`src/rtl/edo_pkg.sv`:
```
package edo_pkg;

    typedef enum logic [3:0] {
        ST_IDLE,
        ST_RSET,
        ST_ACT,
        ST_CSET,
        ST_CSTB,
        ST_CPRE,
        ST_OPEN,
        ST_CLOSE,
        ST_PRE
    } seq_st_e;

    function automatic int unsigned max2(int unsigned a, int unsigned b);
        return (a > b) ? a : b;
    endfunction

endpackage

```
`src/rtl/edo_timer.sv`:
```
module edo_timer #(
    parameter int W = 4
) (
    input  logic         clk,
    input  logic         rst_n,
    input  logic         load,
    input  logic [W-1:0] load_val,
    output logic         done
);
    logic [W-1:0] cnt_d, cnt_q;

    always_comb begin
        cnt_d = cnt_q;
        if (load)
            cnt_d = load_val;
        else if (cnt_q != '0)
            cnt_d = cnt_q - 1'b1;
    end

    always_ff @(posedge clk or negedge rst_n) begin
        if (!rst_n) cnt_q <= '0;
        else        cnt_q <= cnt_d;
    end

    assign done = (cnt_q == '0);

endmodule

```
`src/rtl/edo_row_track.sv`:
```
module edo_row_track #(
    parameter int ROW_W       = 10,
    parameter int AGE_W       = 16,
    parameter int RAS_MIN_CYC = 5,
    parameter int RAS_MAX_CYC = 20000,
    parameter int OPEN_LIM    = 19990
) (
    input  logic             clk,
    input  logic             rst_n,
    input  logic             ras_n,
    input  logic             load,
    input  logic [ROW_W-1:0] row_in,
    input  logic [ROW_W-1:0] cmp_row,
    output logic             hit,
    output logic             stale,
    output logic             min_met,
    output logic [AGE_W-1:0] age
);
    localparam logic [AGE_W-1:0] AGE_TOP = {AGE_W{1'b1}};

    typedef struct packed {
        logic [ROW_W-1:0] row;
        logic [AGE_W-1:0] age;
    } trk_t;

    trk_t d, q;

    always_comb begin
        d = q;
        if (load) d.row = row_in;
        if (ras_n)
            d.age = '0;
        else if (q.age != AGE_TOP)
            d.age = q.age + 1'b1;
    end

    always_ff @(posedge clk or negedge rst_n) begin
        if (!rst_n) q <= '0;
        else        q <= d;
    end

    assign hit     = (q.row == cmp_row);
    assign stale   = (int'(q.age) > OPEN_LIM);
    assign min_met = (int'(q.age) >= RAS_MIN_CYC - 1);
    assign age     = q.age;


    ras_max_chk: assert property (@(posedge clk) disable iff (!rst_n)
        !ras_n |-> (int'(q.age) < RAS_MAX_CYC));


    ras_min_chk: assert property (@(posedge clk) disable iff (!rst_n)
        $rose(ras_n) |-> (int'(q.age) >= RAS_MIN_CYC));

endmodule

```
`src/rtl/edo_page_seq.sv`:
```
module edo_page_seq #(
    parameter int ROW_W       = 10,
    parameter int COL_W       = 10,
    parameter int DQ_W        = 4,
    parameter int RCD_CYC     = 2,
    parameter int RAS_MIN_CYC = 5,
    parameter int RP_CYC      = 4,
    parameter int CAS_LO_CYC  = 2,
    parameter int CAS_HI_CYC  = 1,
    parameter int RAS_MAX_CYC = 20000
) (
    input  logic                   clk,
    input  logic                   rst_n,
    input  logic                   req_valid,
    output logic                   req_ready,
    input  logic                   req_write,
    input  logic [ROW_W+COL_W-1:0] req_addr,
    input  logic [DQ_W-1:0]        req_wdata,
    output logic                   rd_valid,
    output logic [DQ_W-1:0]        rd_data,
    output logic                   ram_ras_n,
    output logic                   ram_cas_n,
    output logic                   ram_we_n,
    output logic                   ram_oe_n,
    output logic [((ROW_W > COL_W) ? ROW_W : COL_W)-1:0] ram_addr,
    output logic [DQ_W-1:0]        ram_dq_out,
    output logic                   ram_dq_oe,
    input  logic [DQ_W-1:0]        ram_dq_in
);
    import edo_pkg::*;

    localparam int ADDR_W   = ROW_W + COL_W;
    localparam int MUX_W    = (ROW_W > COL_W) ? ROW_W : COL_W;
    localparam int ACT_CYC  = (RCD_CYC > 1) ? RCD_CYC - 1 : 1;
    localparam int MAXC     = max2(max2(ACT_CYC, RP_CYC), max2(CAS_LO_CYC, CAS_HI_CYC));
    localparam int TW       = $clog2(MAXC + 1);
    localparam int AGE_W    = $clog2(RAS_MAX_CYC + 2);
    localparam int OPEN_LIM = RAS_MAX_CYC - CAS_LO_CYC - CAS_HI_CYC - 4;

    typedef struct packed {
        seq_st_e           st;
        logic              ras_n;
        logic              cas_n;
        logic              we_n;
        logic              oe_n;
        logic [MUX_W-1:0]  addr;
        logic              dq_oe;
        logic [DQ_W-1:0]   dq;
        logic              rd_vld;
        logic [DQ_W-1:0]   rd_data;
        logic              pend;
        logic              pw;
        logic [ADDR_W-1:0] pa;
        logic [DQ_W-1:0]   pd;
    } ctl_t;

    localparam ctl_t CTL_RST = '{
        st: ST_IDLE, ras_n: 1'b1, cas_n: 1'b1, we_n: 1'b1, oe_n: 1'b1,
        addr: '0, dq_oe: 1'b0, dq: '0, rd_vld: 1'b0, rd_data: '0,
        pend: 1'b0, pw: 1'b0, pa: '0, pd: '0};

    ctl_t d, q;

    logic           tmr_load;
    logic [TW-1:0]  tmr_val;
    logic           tmr_done;
    logic           trk_load;
    logic           row_hit;
    logic           row_stale;
    logic           row_min_met;
    logic [AGE_W-1:0] row_age;

    function automatic logic [MUX_W-1:0] row_of(logic [ADDR_W-1:0] a);
        return MUX_W'(a[ADDR_W-1:COL_W]);
    endfunction

    function automatic ctl_t col_phase(ctl_t s, logic w, logic [ADDR_W-1:0] a,
                                       logic [DQ_W-1:0] dat);
        ctl_t r;
        r       = s;
        r.st    = ST_CSET;
        r.addr  = MUX_W'(a[COL_W-1:0]);
        r.we_n  = ~w;
        r.oe_n  = w;
        r.dq_oe = w;
        r.dq    = dat;
        r.pw    = w;
        r.pa    = a;
        r.pd    = dat;
        return r;
    endfunction

    edo_timer #(.W(TW)) tmr_i (
        .clk      (clk),
        .rst_n    (rst_n),
        .load     (tmr_load),
        .load_val (tmr_val),
        .done     (tmr_done)
    );

    edo_row_track #(
        .ROW_W       (ROW_W),
        .AGE_W       (AGE_W),
        .RAS_MIN_CYC (RAS_MIN_CYC),
        .RAS_MAX_CYC (RAS_MAX_CYC),
        .OPEN_LIM    (OPEN_LIM)
    ) trk_i (
        .clk     (clk),
        .rst_n   (rst_n),
        .ras_n   (q.ras_n),
        .load    (trk_load),
        .row_in  (q.pa[ADDR_W-1:COL_W]),
        .cmp_row (req_addr[ADDR_W-1:COL_W]),
        .hit     (row_hit),
        .stale   (row_stale),
        .min_met (row_min_met),
        .age     (row_age)
    );

    assign req_ready = (q.st == ST_IDLE) || ((q.st == ST_OPEN) && !row_stale);

    always_comb begin
        d        = q;
        d.rd_vld = 1'b0;
        tmr_load = 1'b0;
        tmr_val  = '0;
        trk_load = 1'b0;
        unique case (q.st)
            ST_IDLE: begin
                if (req_valid) begin
                    d.pw   = req_write;
                    d.pa   = req_addr;
                    d.pd   = req_wdata;
                    d.addr = row_of(req_addr);
                    d.st   = ST_RSET;
                end
            end
            ST_RSET: begin
                trk_load = 1'b1;
                d.ras_n  = 1'b0;
                d.st     = ST_ACT;
                tmr_load = 1'b1;
                tmr_val  = TW'(ACT_CYC - 1);
            end
            ST_ACT: begin
                if (tmr_done) d = col_phase(q, q.pw, q.pa, q.pd);
            end
            ST_CSET: begin
                d.cas_n  = 1'b0;
                d.st     = ST_CSTB;
                tmr_load = 1'b1;
                tmr_val  = TW'(CAS_LO_CYC - 1);
            end
            ST_CSTB: begin
                if (tmr_done) begin
                    d.cas_n  = 1'b1;
                    d.we_n   = 1'b1;
                    d.oe_n   = 1'b1;
                    d.dq_oe  = 1'b0;
                    d.rd_vld = ~q.pw;
                    if (!q.pw) d.rd_data = ram_dq_in;
                    d.st     = ST_CPRE;
                    tmr_load = 1'b1;
                    tmr_val  = TW'(CAS_HI_CYC - 1);
                end
            end
            ST_CPRE: begin
                if (tmr_done) d.st = ST_OPEN;
            end
            ST_OPEN: begin
                if (row_stale) begin
                    d.st = ST_CLOSE;
                end else if (req_valid) begin
                    if (row_hit) begin
                        d = col_phase(q, req_write, req_addr, req_wdata);
                    end else begin
                        d.pw   = req_write;
                        d.pa   = req_addr;
                        d.pd   = req_wdata;
                        d.pend = 1'b1;
                        d.st   = ST_CLOSE;
                    end
                end
            end
            ST_CLOSE: begin
                if (row_min_met) begin
                    d.ras_n  = 1'b1;
                    d.st     = ST_PRE;
                    tmr_load = 1'b1;
                    tmr_val  = TW'(RP_CYC - 1);
                end
            end
            ST_PRE: begin
                if (tmr_done) begin
                    if (q.pend) begin
                        d.pend = 1'b0;
                        d.addr = row_of(q.pa);
                        d.st   = ST_RSET;
                    end else begin
                        d.st   = ST_IDLE;
                    end
                end
            end
            default: d = CTL_RST;
        endcase
    end

    always_ff @(posedge clk or negedge rst_n) begin
        if (!rst_n) q <= CTL_RST;
        else        q <= d;
    end

    assign ram_ras_n  = q.ras_n;
    assign ram_cas_n  = q.cas_n;
    assign ram_we_n   = q.we_n;
    assign ram_oe_n   = q.oe_n;
    assign ram_addr   = q.addr;
    assign ram_dq_out = q.dq;
    assign ram_dq_oe  = q.dq_oe;
    assign rd_valid   = q.rd_vld;
    assign rd_data    = q.rd_data;


    rcd_gap_chk: assert property (@(posedge clk) disable iff (!rst_n)
        $fell(q.cas_n) |-> (int'(row_age) >= RCD_CYC));


    cas_in_row_chk: assert property (@(posedge clk) disable iff (!rst_n)
        !q.cas_n |-> !q.ras_n);


    early_we_chk: assert property (@(posedge clk) disable iff (!rst_n)
        ($fell(q.cas_n) && !q.we_n) |-> ($past(q.we_n) == 1'b0));


    wr_bus_chk: assert property (@(posedge clk) disable iff (!rst_n)
        (!q.cas_n && !q.we_n) |-> (q.dq_oe && q.oe_n));


    rd_pulse_chk: assert property (@(posedge clk) disable iff (!rst_n)
        q.rd_vld |-> ($past(!q.cas_n && q.we_n && !q.oe_n && !q.dq_oe) && !$past(q.rd_vld)));

endmodule

```
`config.mk`:
```
export PLATFORM = sky130hd
export DESIGN_NAME = edo_page_seq
export DESIGN_NICKNAME = d
export VERILOG_FILES = /design/src/rtl/edo_pkg.sv /design/src/rtl/edo_timer.sv /design/src/rtl/edo_row_track.sv /design/src/rtl/edo_page_seq.sv
export SDC_FILE = /design/constraint.sdc
export NUM_CORES = 1
export LEC_CHECK = 0
export BUFFER_PORTS_ARGS = -buffer_cell sky130_fd_sc_hd__buf_2
export CAP_MARGIN = 30
export CORE_ASPECT_RATIO = 2
export CORE_MARGIN = 2
export CORE_UTILIZATION = 49
export DETAILED_ROUTE_END_ITERATION = 6
export GPL_TIMING_DRIVEN = 0
export MAX_ROUTING_LAYER = met4
export PLACE_DENSITY = 0.71
export SYNTH_ARGS = -nofsm -noshare
export SYNTH_HDL_FRONTEND = slang
export SYNTH_SLANG_ARGS = --single-unit
export TNS_END_PERCENT = 30
```
`constraint.sdc`:
```
create_clock -name clk -period 1.8 [get_ports clk]
set_input_delay 0.09 -clock clk [delete_from_list [all_inputs] [get_ports clk]]
set_output_delay 0.09 -clock clk [all_outputs]
set_load 0.1 [all_outputs]
```
==> out/metrics.csv, run 1 <==
metric,value,unit
outcome,"finished, violations left",
violated checks,negative setup slack,
largest net degree at the start of global routing,72,
Final Setup Violations,57,
CTS max path bufs,2,
peak supply drop,1.29,mV
Worst Hold Depth,3,
ys flop type,dfrtp_1,
row cnt,51,
Total GRT Usage,0.296,
Fmax,456,MHz
final hold violations,0,
DP Wirelength,10.3,mm
Worst Setup End Kind,output port,
Setup crit start kind,register,
Reg2Reg Setup Slack,-0.35,ns
number of global-route vias before repair,4567,
CTS tree,yes,
Worst-Skew Late Latency,0.35,ns
Synth Instances,512,
Critical Path RT,1.71,ns
routed vias/inst,6.03,
DRT iter0 DRCs,390,
WP data arrival,2.10,ns
Routed WL,15.3,mm
worst setup path category,register to output port,
CP max FO,4,
r2r endpoint,q[6],
Yosys cell types,64,
RSZ-0062 raised after global routing,yes,
fraction of layout cells with a size suffix above 1,0.382,
die area,0.0109,sq mm
"FFs w/ async S/R, synth",1.00,
crit path from,trk_i.age[4],
Hold Startpoint,req_wdata[3],
Yosys reg bits,82,
placed instance area,0.00541,sq mm
GRT overflow,0,
total power,0.0119,W
Final Net Count,651,
Chip Width,74.7,um
Post-Layout Inst Area,0.00643,sq mm
pwr dens,1860,mW/mm^2
Antenna Nets Post-Route,0,
placed insts,701,
total CTS buffers,9,
post-DR wirelength/cell,20.4,um
Area contributors post-synth,"dfrtp_1, o211ai_1, inv_1, xnor2_1, o31ai_1",
synth cell count leaders,"dfrtp_1, inv_1, o211ai_1, nor2_1, o31ai_1",
"Slowest-stage cell, CP",dfrtp_1,
Reg-to-Reg Start,trk_i.age[4],
cell chain of the critical path,nand2_1 -> a311o_1 -> a22o_1 -> buf_8 -> or2_4 -> buf_12,
drt first pass iters,5,
synth warn,0,
Rel. slew slack,0.620,
area grow syn2layout,31.3,%
Final Wtd Congestion,1.01,
Post-synth EDFFs,0,
H-tree depth,3,
most common cell in the netlist,dfrtp_1,
core area,0.00976,sq mm
post-synthesis sequential area ratio,0.420,
LEAKAGE,2.87,nW
delay of the slowest critical-path stage,0.46,ns
period utilisation layout,1.22,
area of the multi-input gates,0.00266,sq mm
I/O Buffers,55,
crit path time final,2.19,ns
Synth Cell Area,0.00490,sq mm
synthesized net count,549,
largest area contributor in the netlist,dfrtp_1,
initial core utilization,0.502,
worst clock skew,0.00917,ns
Tightest Pin Transition,0.570,ns
initial antenna violation count,0,
Root Driver,clkbuf_16,
top cell type's share of synthesized area,0.398,
Die H,145,um
via count,4523,
syn_area_per_cell,9.57,sq um
final cell count without fillers,750,
Worst Hold End,q[3],
total of max-cap violations,0,
Storage cell area,0.00206,sq mm
final worst slack,-0.395,ns
cell count of the worst reg-to-reg path,9,
Filler cells,786,
"Slew Viols, Final",0,
ANT cells,0,
Post-route DRC,0,
worst hold path class,input pin to register,
clock sink total,82,
Worst-path clk slew,0.06,ns
I/O Pins,57,
final core occ,0.659,
first-pass GRT wire length,23.7,mm
-- area by class of cell --
cell class,count,share of cell area
inverter,59,0.0344
tap,132,0.0257
buffer,53,0.0632
timing repair buffer,94,0.103
clock inverter,5,0.00506
multi-input combinational,315,0.413
clock buffer,10,0.0356
sequential,82,0.320
-- kinds of logic after synthesis --
logic type,count (synthesis),share of synthesized area
AOI/OAI and AO/OA,151,0.236
xor gates and xnor gates,23,0.0411
adders and majority gates,5,0.0128
buffers and inverters,115,0.117
DFF,82,0.420
muxes,23,0.0503
and+or+nand+nor,113,0.123
-- worst max-delay path by stage --
stage / slack (ns) / endpoint / cells after the start
final: -0.39 / req_ready / 6
after global routing: -0.40 / req_ready / 6
after CTS: -0.38 / req_ready / 7
after detailed placement: -0.59 / ram_addr[0] / 6
after global placement: -0.56 / ram_addr[0] / 6
after floorplan: -0.04 / req_ready / 6
-- state kept, by name, indices dropped and copies added (netlist names) --
| name | flops |
|---|---|
| ram_oe_n | 1 |
| ram_ras_n | 1 |
| ram_we_n | 1 |
| tmr_i.cnt_q | 3 |
| trk_i.q | 10 |
| ram_cas_n | 1 |
| ram_dq_out | 4 |
| ram_dq_oe | 1 |
| rd_valid | 1 |
| q | 30 |
| ram_addr | 10 |
| rd_data | 4 |
| trk_i.age | 15 |
-- placed cells by master (no fill, tap or decap), types with 10 or more instances in the layout --
cell type | synthesis | layout
o21ai_0 | 13 | 11
mux2_2 | 13 | 13
nand2_1 | 19 | 19
buf_4 | 19 | 50
inv_1 | 59 | 58
and2_1 | 13 | 12
o31ai_2 | 0 | 14
a21oi_1 | 20 | 17
o211ai_1 | 30 | 30
a221o_1 | 10 | 10
buf_6 | 6 | 11
dfrtp_1 | 78 | 75
xnor2_1 | 22 | 22
nor2_1 | 25 | 22
nand3_1 | 14 | 12
buf_2 | 13 | 56
-- report_power, final --
part	switching [W]	internal (W)	total [W]
Sequential	0.000587	0.00255	0.00313
Clock	0.000767	0.000922	0.00169
Combinational	0.00461	0.00251	0.00712
Total	0.00597	0.00598	0.0119
-- timing repair --
| item | in CTS | in global routing |
|---|---|---|
| gates cloned | 4 | 1 |
| hold buffers | 6 | 0 |
| endpoints found under the setup margin | 80 | 79 |
| resized for setup | 82 | 37 |
| buffers inserted | 24 | 3 |
| pin swaps | 20 | 12 |
| hold endpoints to repair | 83 | 0 |
-- metrics by stage --
step	hold WS [ns]	worst slack (ns)	setup TNS, ns
finish	0.00976	-0.395	-13.66
global route	0.00876	-0.405	-15.82
CTS	0.00248	-0.379	-9.16
detailed placement	-0.0493	-0.591	-25.85
global placement	0.319	-0.559	-24.96
floorplan	-0.206	-0.0355	-0.0798
-- worst max-delay path: cells and delay by family, from the launching register on --
family	cells	cell delay, ns
AO/OA/AOI/OAI	2	0.62
buffers and inverters	2	0.30
flip-flops	1	0.46
AND/OR/NAND/NOR	2	0.37
-- routing by layer --
layer / track usage / vias up / part of all wire
li1: - / 2042 / -
met1: 0.305 / 2192 / 0.35
met2: 0.518 / 216 / 0.55
met3: 0.0422 / 73 / 0.039
met4: 0.160 / 0 / 0.068
met5: - / - / 0
Note: power is estimated with default switching activity, not from simulation.
==> run 2, diff against run 1 <==
ABC_AREA = 1   (was not set)
PLACE_DENSITY = 0.72   (was 0.71)
==> out/metrics.csv, run 2 <==
metric,value,unit
largest area contributor in the netlist,dfrtp_1,
I/O Buffers,56,
syn_area_per_cell,7.67,sq um
crit path from,trk_i.age[7],
worst setup path category,register to output port,
H-tree depth,3,
final hold violations,0,
Chip Width,74.3,um
"Slew Viols, Final",0,
Reg2Reg Setup Slack,0,ns
final worst slack,-0.0365,ns
DRT iter0 DRCs,369,
initial core utilization,0.500,
I/O Pins,57,
ys flop type,dfrtp_1,
cell count of the worst reg-to-reg path,12,
Worst-Skew Late Latency,0.34,ns
Hold Startpoint,req_wdata[2],
final core occ,0.654,
Setup crit start kind,register,
Fmax,545,MHz
Biggest register,q,
post-DR wirelength/cell,15.6,um
area grow syn2layout,30.8,%
Worst Setup End Kind,output port,
Total GRT Usage,0.264,
row cnt,51,
LEAKAGE,3.26,nW
CTS tree,yes,
Post-synth EDFFs,0,
most frequent cells in the layout,"nand2_1, dfrtp_1, buf_4",
worst hold path class,input pin to register,
fraction of layout cells with a size suffix above 1,0.354,
Final Net Count,787,
Reg-to-Reg Start,trk_i.age[2],
most common cell in the netlist,nand2_1,
period utilisation layout,1.02,
crit path time final,1.84,ns
synthesized net count,669,
routed vias/inst,5.38,
first-pass GRT wire length,21.2,mm
total of max-cap violations,0,
Die H,145,um
Routed WL,13.8,mm
RSZ-0062 raised after global routing,yes,
"FFs w/ async S/R, synth",1.00,
DP Wirelength,9.62,mm
Synth Instances,632,
drt first pass iters,5,
Post-route DRC,0,
Worst Hold Depth,3,
Area contributors post-synth,"dfrtp_1, nand2_1, inv_1, o21ai_2, nand3_1",
largest net degree at the start of global routing,51,
post-synthesis sequential area ratio,0.424,
total CTS buffers,9,
Yosys cell types,38,
Antenna Nets Post-Route,0,
peak supply drop,1.44,mV
Yosys reg bits,82,
GRT overflow,0,
"commonest non-fill, non-tap cell in the layout",nand2_1,
total power,0.00989,W
violated checks,negative setup slack,
clock sink total,82,
max reg flops,30,
top cell type's share of synthesized area,0.403,
number of global-route vias before repair,4706,
core area,0.00970,sq mm
outcome,"finished, violations left",
Final Wtd Congestion,0.963,
Worst-path clk slew,0.06,ns
Final Setup Violations,1,
Root Driver,clkbuf_16,
CTS max path bufs,2,
Synth Cell Area,0.00485,sq mm
synth warn,0,
worst clock skew,0.00654,ns
WP data arrival,1.75,ns
Tightest Pin Transition,0.536,ns
initial antenna violation count,0,
Rel. slew slack,0.643,
Critical Path RT,1.71,ns
pwr dens,1560,mW/mm^2
die area,0.0108,sq mm
CP max FO,5,
synth cell count leaders,"nand2_1, dfrtp_1, inv_1, nor2_1, nand3_1",
via count,4766,
ANT cells,0,
==> run 2: repair_timing <==
item                       in CTS  in global routing
gates resized for setup        43                 56
pin swaps                      15                 17
hold endpoints to repair       34                  0
setup buffers                  16                 25
hold buffers                    6                  0
setup endpoints to repair      56                 72
gates cloned                    1                  2
==> run 2: cell families (layout without fill, tap and decap cells) <==
kind of cell    count (synthesis)  count (layout)  synth area share
compound gates                 93              93             0.122
xor+xnor                        9               9            0.0163
fa+ha+maj                       5               5            0.0129
buf+inv                       106             226             0.106
flops                          82              82             0.424
simple gates                  337             339             0.319
==> run 2: routing by layer <==
metal	vias to the layer above	track usage	share of wire
li1	2266	-	-
met1	2280	0.255	0.35
met2	169	0.490	0.57
met3	51	0.0325	0.037
met4	0	0.146	0.049
met5	-	-	0
==> run 2: where the power goes <==
part           leakage, nW  internal [W]  total [W]  switching, W
sequential            1.07       0.00230    0.00264      0.000338
clock                0.138       0.00106    0.00180      0.000735
combinational         2.05       0.00179    0.00544       0.00365
==> run 2: metrics by stage <==
stage	hold slack (ns)	TNS, ns	area [sq um]	worst slack (ns)	instances
floorplan	-0.206	0	4850	0.0938	632
global placement	0.317	-4.90	5300	-0.306	820
detailed placement	0.0737	-5.94	5330	-0.306	821
CTS	0.00623	-0.0504	5930	-0.0362	859
global route	0.0152	-2.74	6340	-0.112	886
finish	0.00773	-0.0365	6340	-0.0365	886
==> run 2: area by class of cell <==
cell class / instances / area [sq um]
Inverter: 73 / 284
Timing Repair Buffer: 105 / 722
Sequential cell: 82 / 2070
Fill cell: 845 / 3360
Tap cell: 132 / 165
Buffer: 33 / 283
Clock buffer: 10 / 229
Multi-Input combinational cell: 446 / 2530
Clock inverter: 5 / 56.3
==> run 2: critical path, stage by stage (launching register included) <==
cell     delay (ns)
dfrtp_2        0.45
nor2_4         0.12
nand2_1        0.06
nor2_1         0.11
nand2_1        0.07
nand2_2        0.10
nand2_2        0.08
buf_6          0.12
nand2_2        0.07
nand2_4        0.05
buf_12         0.17
==> run 2: final timing paths <==
path,to
max,req_ready
min,ram_dq_out[2]
max reg2reg,q[9]
min reg2reg,ram_addr[4]
max in group asynchronous,ram_ras_n
min in group asynchronous,rd_data[3]
==> run 3, diff against run 2 <==
PLACE_DENSITY = 0.7   (was 0.72)
clock period = 2 ns   (was 1.8 ns; I/O delays follow)
==> out/metrics.csv, run 3 (same netlist as run 2, synthesis figures left out) <==
metric,value,unit
initial core utilization,0.500,
met3 Use GR,0.0402,
GRT overflow,0,
Post-route DRC,0,
Fmax,519,MHz
placed instance area,0.00533,sq mm
RSZ-0062 raised after global routing,yes,
Rel. slew slack,0.656,
worst hold path class,input pin to register,
area grow syn2layout,23.1,%
fraction of layout cells with a size suffix above 1,0.284,
Biggest register,q,
sw power,0.00404,W
Antenna Nets Post-Route,0,
max reg flops,30,
LEAKAGE,3.09,nW
setup_tns,0,ns
met2 usage,0.446,
Worst-path clk slew,0.06,ns
Root Driver,clkbuf_16,
most frequent cells in the layout,"nand2_1, dfrtp_1, inv_1",
placed insts,821,
Clk pwr share,0.220,
number of global-route vias before repair,4381,
GRT met1 Usage,0.263,
final cell count without fillers,857,
Worst Setup End Kind,register,
Routed WL,12.6,mm
Total GRT Usage,0.254,
CTS max path bufs,2,
Post-Layout Inst Area,0.00597,sq mm
total power,0.00867,W
period utilisation layout,0.963,
pwr dens,1450,mW/mm^2
Final Setup Violations,0,
DRT iter0 DRCs,288,
"Slew Viols, Final",0,
DP Wirelength,9.55,mm
peak supply drop,1.00,mV
die area,0.0108,sq mm
Tightest Pin Transition,0.516,ns
crit path time final,1.93,ns
Critical Path RT,2.28,ns
worst setup path category,register to register,
GR peak layer,met2,
Chip Width,74.3,um
Die H,145,um
"commonest non-fill, non-tap cell in the layout",nand2_1,
first-pass GRT wire length,20.3,mm
worst clock skew,0.00454,ns
H-tree depth,3,
total CTS buffers,9,
CTS tree,yes,
internal power,0.00463,W
clock sink total,82,
ANT cells,0,
Worst-Skew Late Latency,0.34,ns
Setup crit start kind,register,
post-DR wirelength/cell,14.7,um
core area,0.00970,sq mm
largest net degree at the start of global routing,57,
final hold violations,0,
Net Sw Frac,0.466,
Final Wtd Congestion,0.935,
part of the power in combinational logic,0.509,
final core occ,0.615,
outcome,"finished, final reports clean",
I/O Buffers,56,
total of max-cap violations,0,
I/O Pins,57,
drt first pass iters,6,
routed vias/inst,5.28,
CP max FO,6,
WP data arrival,2.20,ns
via count,4527,
row cnt,51,
sequential share of power,0.270,
Final Net Count,757,
initial antenna violation count,0,
## run 3: metrics by stage
stage / hold WS, ns / setup slack (ns)
after floorplan: -0.196 / 0.184
after global placement: 0.329 / -0.0874
after detailed placement: 0.0517 / -0.0873
after CTS: 0.00179 / 0.00751
after global routing: 0.00276 / -0.0343
final: 0.00115 / 0.0741
## run 3: critical path, stage by stage, from the launching register on
cell and delay (ns):
dfrtp_1 0.37, inv_2 0.09, ha_4 0.14, inv_2 0.04, nor2_4 0.20, inv_4 0.08, nand2_4 0.10, nand3_4 0.08
nor3_4 0.30, inv_2 0.14, nor2_4 0.19, nand2_1 0.08, nand2_1 0.05
## run 3: final timing paths
path	start	to	slack (ns)	cells after the start
max	tmr_i.cnt_q[0]	ram_addr[1]	0.07	12
min	req_wdata[0]	ram_dq_out[0]	0.001	3
max reg2reg	tmr_i.cnt_q[0]	ram_addr[1]	0.07	12
min reg2reg	q[16]	q[16]	0.48	2
max in group asynchronous	rst_n	ram_ras_n	1.12	3
min in group asynchronous	rst_n	ram_dq_out[0]	0.24	2
## run 3: cell type report
cell class,count,area (sq um)
plain buffers,33,249
clock buffers,11,243
clock inverters,5,103
fillers,904,3730
inverters,73,279
multi-input cells,445,2380
flip-flops and latches,82,2060
well taps,132,165
repair buffers,76,480
## run 3: what timing repair did
action                                  4_1_cts  5_1_grt
resized for setup                            12       33
gates cloned                                  0        1
hold buffers                                  5        0
setup buffers                                 2       12
endpoints found under the setup margin       11       46
endpoints found under the hold margin        29        0
pin swaps                                     2        9
## run 3: power by group through the flow
stage	clock, W	sequential [W]	combinational, W
3_3_place_gp	0	0.00233	0.00403
3_5_place_dp	0	0.00235	0.00410
6_report	0.00191	0.00234	0.00441
4_1_cts	0.00193	0.00233	0.00421
2_1_floorplan	0	0.00256	0.00301
5_1_grt	0.00202	0.00239	0.00481
## run 3: metal layers
metal	wire length, um	part of all wire
met3	355	0.028
met1	4640	0.37
met2	7030	0.56
met5	0	0
met4	605	0.048
